[src/rtl/nvb_pkg.sv]
package nvb_pkg;
  typedef enum logic [1:0] {
    SEL_CTL  = 2'd0,
    SEL_DATA = 2'd1,
    SEL_ADDR = 2'd2,
    SEL_NONE = 2'd3
  } nvb_sel_e;

  localparam int CTL_RIE  = 3;
  localparam int CTL_ARM  = 2;
  localparam int CTL_WSTB = 1;
  localparam int CTL_RSTB = 0;

  localparam int STALL_RD = 4;
  localparam int STALL_WR = 2;
endpackage

[src/rtl/nvb_arm.sv]
module nvb_arm #(
  parameter int ARM_CYCLES = 4
) (
  input  logic clk,
  input  logic rst_n,
  input  logic set_i,
  output logic armed_o
);
  localparam int CW = (ARM_CYCLES > 1) ? $clog2(ARM_CYCLES) : 1;

  logic [CW-1:0] left_q;

  always_ff @(posedge clk) begin
    if (!rst_n) begin
      armed_o <= 1'b0;
      left_q  <= '0;
    end else if (set_i) begin
      armed_o <= 1'b1;
      left_q  <= CW'(ARM_CYCLES - 1);
    end else if (armed_o) begin
      if (left_q == '0) armed_o <= 1'b0;
      else              left_q  <= left_q - 1'b1;
    end
  end
endmodule

[src/rtl/nvb_wseq.sv]
module nvb_wseq #(
  parameter int TICKS = 8192
) (
  input  logic clk,
  input  logic rst_n,
  input  logic start_i,
  input  logic abort_i,
  input  logic tick_i,
  output logic busy_o,
  output logic done_o
);
  localparam int CW = (TICKS > 1) ? $clog2(TICKS) : 1;

  logic [CW-1:0] cnt_q;

  assign done_o = busy_o && tick_i && !abort_i && (cnt_q == CW'(TICKS - 1));

  always_ff @(posedge clk) begin
    if (!rst_n) begin
      busy_o <= 1'b0;
      cnt_q  <= '0;
    end else if (abort_i) begin
      busy_o <= 1'b0;
    end else if (start_i) begin
      busy_o <= 1'b1;
      cnt_q  <= '0;
    end else if (done_o) begin
      busy_o <= 1'b0;
    end else if (busy_o && tick_i) begin
      cnt_q  <= cnt_q + 1'b1;
    end
  end
endmodule

[src/rtl/nvb_store.sv]
module nvb_store #(
  parameter int ADDR_W = 6,
  parameter int DATA_W = 8
) (
  input  logic              clk,
  input  logic              we_i,
  input  logic [ADDR_W-1:0] waddr_i,
  input  logic [DATA_W-1:0] wdata_i,
  input  logic [ADDR_W-1:0] raddr_i,
  output logic [DATA_W-1:0] rdata_o
);
  localparam int DEPTH = 1 << ADDR_W;

  logic [DATA_W-1:0] cells [DEPTH];

  always_ff @(posedge clk) begin
    if (we_i) cells[waddr_i] <= wdata_i;
  end

  assign rdata_o = cells[raddr_i];
endmodule

[src/rtl/nvb_ctrl.sv]
module nvb_ctrl #(
  parameter int ADDR_W      = 6,
  parameter int WRITE_TICKS = 8192,
  parameter int ARM_CYCLES  = 4,
  parameter int STALL_W     = 3
) (
  input  logic               clk,
  input  logic               rst_n,
  input  logic               osc_tick,
  input  logic               reg_wr,
  input  logic [1:0]         reg_sel,
  input  logic [7:0]         reg_wdata,
  output logic [7:0]         reg_rdata,
  output logic [STALL_W-1:0] stall_cycles,
  output logic               ready_irq
);
  import nvb_pkg::*;

  localparam int REG_W = 8;
  localparam int PAD_W = REG_W - ADDR_W;

  logic              wr_ctl, wr_data, wr_addr;
  logic              armed, busy, done, rie_q;
  logic              wr_start, rd_start, abort;
  logic [ADDR_W-1:0] addr_q;
  logic [REG_W-1:0]  data_q;
  logic [REG_W-1:0]  cell_rd;
  logic [3:0]        unused_wdata;

  assign unused_wdata = reg_wdata[7:4];

  assign wr_ctl  = reg_wr && (nvb_sel_e'(reg_sel) == SEL_CTL);
  assign wr_data = reg_wr && (nvb_sel_e'(reg_sel) == SEL_DATA);
  assign wr_addr = reg_wr && (nvb_sel_e'(reg_sel) == SEL_ADDR);

  assign wr_start = wr_ctl && reg_wdata[CTL_WSTB] && armed && !busy;
  assign rd_start = wr_ctl && reg_wdata[CTL_RSTB] && !busy && !wr_start;
  assign abort    = busy && (wr_data || wr_addr);

  nvb_arm #(.ARM_CYCLES(ARM_CYCLES)) u_arm (
    .clk     (clk),
    .rst_n   (rst_n),
    .set_i   (wr_ctl && reg_wdata[CTL_ARM]),
    .armed_o (armed)
  );

  nvb_wseq #(.TICKS(WRITE_TICKS)) u_wseq (
    .clk     (clk),
    .rst_n   (rst_n),
    .start_i (wr_start),
    .abort_i (abort),
    .tick_i  (osc_tick),
    .busy_o  (busy),
    .done_o  (done)
  );

  nvb_store #(.ADDR_W(ADDR_W), .DATA_W(REG_W)) u_store (
    .clk     (clk),
    .we_i    (done),
    .waddr_i (addr_q),
    .wdata_i (data_q),
    .raddr_i (addr_q),
    .rdata_o (cell_rd)
  );

  // pointer register has no reset
  always_ff @(posedge clk) begin
    if (wr_addr) addr_q <= reg_wdata[ADDR_W-1:0];
  end

  always_ff @(posedge clk) begin
    if (!rst_n) begin
      data_q       <= '0;
      rie_q        <= 1'b0;
      stall_cycles <= '0;
    end else begin
      if (wr_data)       data_q <= reg_wdata;
      else if (rd_start) data_q <= cell_rd;
      if (wr_ctl) rie_q <= reg_wdata[CTL_RIE];
      if (rd_start)      stall_cycles <= STALL_W'(STALL_RD);
      else if (wr_start) stall_cycles <= STALL_W'(STALL_WR);
      else               stall_cycles <= '0;
    end
  end

  always_comb begin
    reg_rdata = '0;
    case (nvb_sel_e'(reg_sel))
      SEL_CTL: begin
        reg_rdata[CTL_RIE]  = rie_q;
        reg_rdata[CTL_ARM]  = armed;
        reg_rdata[CTL_WSTB] = busy;
      end
      SEL_DATA: reg_rdata = data_q;
      SEL_ADDR: reg_rdata = {{PAD_W{1'b0}}, addr_q};
      default:  reg_rdata = '0;
    endcase
  end

  assign ready_irq = rie_q && !busy;
endmodule

[config.mk]
export PLATFORM = sky130hd
export DESIGN_NAME = nvb_ctrl
export DESIGN_NICKNAME = d
export VERILOG_FILES = /design/src/rtl/nvb_pkg.sv /design/src/rtl/nvb_arm.sv /design/src/rtl/nvb_wseq.sv /design/src/rtl/nvb_store.sv /design/src/rtl/nvb_ctrl.sv
export SDC_FILE = /design/constraint.sdc
export NUM_CORES = 1
export LEC_CHECK = 0
export CAP_MARGIN = 20
export CORE_MARGIN = 5
export CORE_UTILIZATION = 30
export DETAILED_ROUTE_END_ITERATION = 10
export SLEW_MARGIN = 20
export SYNTH_ARGS = -nofsm -noshare
export SYNTH_HDL_FRONTEND = slang
export SYNTH_SLANG_ARGS = --single-unit
export TNS_END_PERCENT = 5
[constraint.sdc]
create_clock -name clk -period 3.65 [get_ports clk]
set_input_delay 0.73 -clock clk [delete_from_list [all_inputs] [get_ports clk]]
set_output_delay 0.73 -clock clk [all_outputs]
set_load 0.005 [all_outputs]
---- Yosys cells after proc, flatten, opt, wreduce, memory -nomap -nowiden ----
Memories as Yosys holds them, arrays and structs flattened. A register that Yosys moved wholly into a read port is not among the register bits.
Index checks and enable logic that the tools add are counted.
cells by class
  $add $sub $neg .......................... 2
  equality and inequality tests ........... 5
  mux-type cells .......................... 21
  bitwise gates (word level) .............. 2
  reductions and logical operators ........ 29
operators with widths
  kind                                                   number
  two-way mux 13 bit                                     3
  two-way mux 8 bit                                      2
  logical AND 1 bit                                      15
  adder 13 x 1 -> 13 bit, second input constant          1
  equality test 13 bit, second input constant            1
  case mux 3 bit (3 select lines)                        1
  two-way mux 2 bit                                      4
  case mux 4 bit (2 select lines)                        1
  nonzero test 2 bit                                     4
  two-way mux 1 bit                                      7
  two-way mux 6 bit                                      1
  logical NOT 2 bit                                      2
  inequality test 2 x 1 -> 1 bit, second input constant  2
  OR reduction 2 bit                                     2
  logical NOT 1 bit                                      3
  two-way mux 3 bit                                      1
  AND reduction 3 bit                                    1
  equality test 2 x 1 -> 1 bit, second input constant    1
  equality test 2 bit, second input constant             1
  NOT 1 bit                                              2
  case mux 1 bit (2 select lines)                        1
  AND reduction 2 bit                                    1
  subtractor 2 x 1 -> 2 bit, second input constant       1
  logical OR 1 bit                                       1
word-level totals
  flip-flop bits (word level) ............. 35
  RAM bits ................................ 512
  input bits .............................. 14
  memories kept ........................... 1
memory list
  name           words  bits a word  read ports  clocked after memory_dff  write ports  RTL line         RTL
  u_store.cells  64     8            1           1                         1            nvb_store.sv:14  logic [DATA_W-1:0] cells [DEPTH];

---- Logic depth before layout (Yosys ltp) ----
Gate-level depths: netlist of run 1.
  depth after elaboration ................. 9
  gate-level depth with buffers ........... 9
  depth with buffers taken out ............ 7

---- By module ----
From an unflattened synthesis of run 1, not the netlist that was laid out.
second synthesis, totals
  cell total of the unflattened synthesis .. 1127
  area total of the unflattened synthesis .. 21815.9 µm²
modules (own cells, without submodules)
  module     times used  cells an instance  area an instance (µm²)  sequential area each (µm²)
  nvb_store  1           932                20006.7                 15374.7
  nvb_ctrl   1           92                 877.1                   400.4
  nvb_wseq   1           90                 782.0                   280.3
  nvb_arm    1           13                 150.1                   60.1

---- Least setup slack after synthesis of run 1 ----
No wires, ideal clock.
  path type ............................... input to register
  start ................................... input reg_sel[0]
  end ..................................... memory u_store.cells[63][0] (enable)
  library setup time ...................... 370 ps
  data arrival time ....................... 2541 ps
  data required time ...................... 3280 ps
  slack ................................... 739 ps
  stages on the path ...................... 8
  buffers on the path ..................... 1
  cells stage by stage .................... inv_1 ha_1 clkbuf_1 o21ai_0 nand3_1 nor4_2 nand3_1 nor2_1
between the ends
  word-level cells in the longest chain between the ends .. 9
  elaborated cells between the ends (all ways) .. 11
  classes of those cells .................. eq/ne (2); mux (2); reduce/logical (7)
RTL lines
  item                                                                 RTL line                        RTL
  start, declared                                                      nvb_ctrl.sv:11                  input logic [1:0] reg_sel,
  equality test 2 x 1 -> 1 bit or equality test 2 bit (tied branches)  nvb_ctrl.sv:33, nvb_ctrl.sv:34
  logical AND 1 bit (on tied branches)                                 nvb_ctrl.sv:33, nvb_ctrl.sv:34
  logical OR 1 bit *                                                   nvb_ctrl.sv:38                  assign abort = busy && (wr_data || wr_addr);
  logical AND 1 bit *                                                  nvb_ctrl.sv:38
  logical NOT 1 bit *                                                  nvb_wseq.sv:16                  assign done_o = busy_o && tick_i && !abort_i && (cnt_q == CW'(TICKS - 1));
  logical AND 1 bit * (2 in series)                                    nvb_wseq.sv:16
  two-way mux 1 bit *                                                  nvb_store.sv:17                 if (we_i) cells[waddr_i] <= wdata_i;
  two-way mux 1 bit (implied by the code) *                            nvb_store.sv:17
  end, declared                                                        nvb_store.sv:14
Mark *: on every way between the ends. The rest lies on a longest branch, timed or not.

---- Final worst setup path of run 1 ----
  start ................................... input reg_sel[0]
  end ..................................... output reg_rdata[1]
between the ends
  word-level cells in the longest chain between the ends .. 2
  elaborated cells between the ends (all ways) .. 4
  classes of those cells .................. eq/ne (2); mux (1); reduce/logical (1)
RTL lines
  item                                         RTL line        RTL
  equality test 2 bit (tied with other cells)  nvb_ctrl.sv:88  case (nvb_sel_e'(reg_sel))
  case mux 3 bit (3 select lines) *            nvb_ctrl.sv:88
  end, declared                                nvb_ctrl.sv:13  output logic [7:0] reg_rdata,
Marked as above.

==> results of run 1 <==
[worst paths after layout]
kind | cells past startpoint | slack [ns] | endpoint | start
min reg2reg | 1 | 0.47 | u_wseq.cnt_q[12] | u_wseq.cnt_q[12]
max reg2reg | 7 | 0.84 | u_store.cells[13][1] | u_wseq.cnt_q[0]
min | 1 | 0.47 | u_wseq.cnt_q[12] | u_wseq.cnt_q[12]
max | 7 | 0.28 | reg_rdata[1] | reg_sel[0]
[metal layers]
layer  GRT usage  vias up
li1            -     4831
met1       0.188     5924
met2       0.215      407
met3      0.0289       79
met4      0.0405        0
met5           0        -
[cells by family (layout without fill, tap and decap cells)]
logic type | Yosys count | in the layout | synth area share
muxes | 185 | 185 | 0.167
xor gates and xnor gates | 3 | 3 | 0.00120
buffers and inverters | 69 | 261 | 0.0169
adders and majority gates | 6 | 6 | 0.00343
and+or+nand+nor | 214 | 214 | 0.0446
AOI/OAI and AO/OA | 78 | 78 | 0.0244
DFF | 552 | 552 | 0.742
other | 1 | 1 | 0.000171
[cells in the final DEF (no fill, tap or decap), types with 10 or more instances in the layout]
cell and instances:
sky130_fd_sc_hd__o21ai_0 18, sky130_fd_sc_hd__nand3_1 26, sky130_fd_sc_hd__nand2_1 61, sky130_fd_sc_hd__a21oi_1 13, sky130_fd_sc_hd__clkbuf_1 12, sky130_fd_sc_hd__mux4_2 130
sky130_fd_sc_hd__mux2i_1 33, sky130_fd_sc_hd__mux4_1 10, sky130_fd_sc_hd__nor2_1 82, sky130_fd_sc_hd__clkbuf_16 57, sky130_fd_sc_hd__clkdlybuf4s50_1 24, sky130_fd_sc_hd__buf_4 119
sky130_fd_sc_hd__mux2_2 12, sky130_fd_sc_hd__dfxtp_1 23, sky130_fd_sc_hd__inv_1 13, sky130_fd_sc_hd__edfxtp_1 518
[area by class of cell]
type                            count  area [um2]
Tap cell                          959        1200
Multi-Input combinational cell    487        5270
Fill cell                        6826       46700
Clock inverter                     25         294
Inverter                           13        48.8
Timing Repair Buffer              149        1250
Sequential cell                   552       16300
Clock buffer                       74        1540
[through the flow]
stage               instances  hold WS [ns]
floorplan                1108         0.441
global placement         2160         0.450
detailed placement       2160         0.456
CTS                      2259         0.471
global route             2259         0.482
finish                   2259         0.470
[flip-flops by register name (all words and copies together) (netlist names), named ones only]
signal and count:
u_wseq.cnt_q 13, u_arm.armed_o 1, u_wseq.busy_o 1, u_store.cells 512
rie_q 1, u_arm.left_q 2, addr_q 6, data_q 8
stall_cycles 2
[power breakdown]
part	total (mW)	internal, mW	switching (mW)
Combinational	0.727	0.297	0.430
Sequential	6.97	6.93	0.0337
Clock	5.76	3.43	2.34
[worst max-delay path: cells and delay by family]
family / cells / cell delay (ns)
adder cells (fa/ha/maj): 1 / 0.21
AND/OR/NAND/NOR: 1 / 0.08
AO/OA/AOI/OAI: 1 / 0.38
buffers and inverters: 4 / 1.23
==> qor.tcl, run 1 <==
set qor(rows) 99
set qor(met2_wirelength_um) 25600
set qor(grt_setup_unrepaired) {no}
set qor(maxCapViolations) 0
set qor(final_nets) 1277
set qor(synth_cell_type_count) 56
set qor(layout_setup_ws_ns) 0.281
set qor(route.met3.wl_um) 4070
set qor(synth_enable_flop_cells) 518
set qor(final_total_negative_setup_slack_ns) 0
set qor(finish.instance_area_um2) 25900
set qor(synthToLayoutAreaGrowth_pct) 18.2
set qor(ant_nets) 0
set qor(wl_met1_um) 22400
set qor(period_minus_slack_ns) 3.37
set qor(h-tree-depth) 2
set qor(final_max_slew_viol_count) 0
set qor(synth-seq-area-share) 0.742
set qor(ys_seq_elements) 552
set qor(grt_antenna_before_repair) 1
set qor(worstPathRequired_ns) 2.92
set qor(synth_area_per_cell_um2) 19.7
set qor(path_common_cell) {sky130_fd_sc_hd__clkdlybuf4s50_1}
set qor(syn-cell-area_um2) 21900
set qor(route.top_layer_used) {met4}
set qor(syn-num-nets) 1128
set qor(synth_top_cell_by_area) {sky130_fd_sc_hd__edfxtp_1}
set qor(drt-pass1-iter-count) 6
set qor(cp-start-kind) {input port}
set qor(postSynth.topFlopCell) {sky130_fd_sc_hd__edfxtp_1}
set qor(crit_path_max_fanout) 7
set qor(floorplan.initialDensity) 0.301
set qor(grt_first_pass_wirelength_um) 79500
set qor(worstMarginPinSlew_ns) 0.863
set qor(synth.top_cells.by_count) {518 x sky130_fd_sc_hd__edfxtp_1, 130 x sky130_fd_sc_hd__mux4_2, 82 x sky130_fd_sc_hd__nor2_1}
set qor(holdCritPathClass) {reg -> reg}
set qor(synth-async-reset-ratio) 0
set qor(finalPower_mw) 13.5
set qor(dpl_worst_slack_ns) -0.126
set qor(portBuffers) 24
set qor(cts_setup_buffers) 0
set qor(post_drt_via_cell_ratio) 4.98
set qor(timing.critical_path.slowest_cell_delay_ns) 0.52
set qor(finalWeightedCongestion) 0.851
set qor(synthesis_warning_total) 0
set qor(drc) 0
set qor(iter_0_drt_violations) 1043
set qor(drt-total-wl_um) 53300
set qor(fp.dieH_um) 280
set qor(outcome) {complete, no violations}
set qor(grt_pass1_vias) 11600
set qor(synthTopCellsByArea) {sky130_fd_sc_hd__edfxtp_1 71%, sky130_fd_sc_hd__mux4_2 13%, sky130_fd_sc_hd__dfxtp_1 3.1%, sky130_fd_sc_hd__mux2i_1 1.5%, sky130_fd_sc_hd__nor2_1 1.4%}
set qor(crit_chain) {clkdlybuf4s50_1 -> inv_1 -> ha_1 -> buf_4 -> a222oi_1 -> nor2_1 -> clkdlybuf4s50_1}
set qor(setup-violations-final) 0
set qor(grt_start_max_net_pins) 66
set qor(clockRootBuffer) {sky130_fd_sc_hd__clkbuf_16}
set qor(place_hpwl_um) 32900
set qor(timing.clock.skew_ns) 0.0231
set qor(cts-root-to-sink-buffers) 3
set qor(synth_top_cell_area_share) 0.711
set qor(wire_per_inst_um) 23.6
set qor(tritoncts) {yes}
set qor(antenna_cells) 0
set qor(fin_util) 0.356
set qor(vias) 11200
set qor(irDropWorstVdd_mv) 0.361
set qor(die-width_um) 280
set qor(power-per-cell-area_nw_per_um2) 520
set qor(timing.setup.critical_path_class) {in -> out}
set qor(grt-ovfl-total) 0
set qor(synthMostInstantiatedCell) {sky130_fd_sc_hd__edfxtp_1}
set qor(fmax_mhz) 297
set qor(post_cts_resized) 0
set qor(cts-buffers-inserted) 54
set qor(post_route_cells_drive_above_1_share) 0.278
set qor(floorplan.core_area_um2) 72600
set qor(total_leakage_power_nw) 8.37
set qor(io_pins) 26
set qor(clk_transition_reported_paths_ns) 0.06
set qor(placedInstanceArea_um2) 24000
set qor(final_hold_viol_count) 0
set qor(fp.dieArea_um2) 78400
set qor(critPathCaptureType) {output pin}
set qor(final_min_period_over_clock_period) 0.923
set qor(worstPathArrival_ns) 2.64
set qor(slew_headroom) 0.424
set qor(syn_inst) 1108
set qor(number_of_clock_sinks) 552
set qor(insertion_delay_ns) 0.61
set qor(cts-hold-fix-buffers) 0
set qor(slowest_stage) {sky130_fd_sc_hd__clkdlybuf4s50_1}
set qor(grtUsageTotal) 0.135
No activity file was read; power rests on OpenSTA's default activity.
==> run 2, diff against run 1 <==
CAP_MARGIN = 0   (was 20)
==> results of run 2 <==
No change in the layout: final DEF, timing and power equal those of run 1.
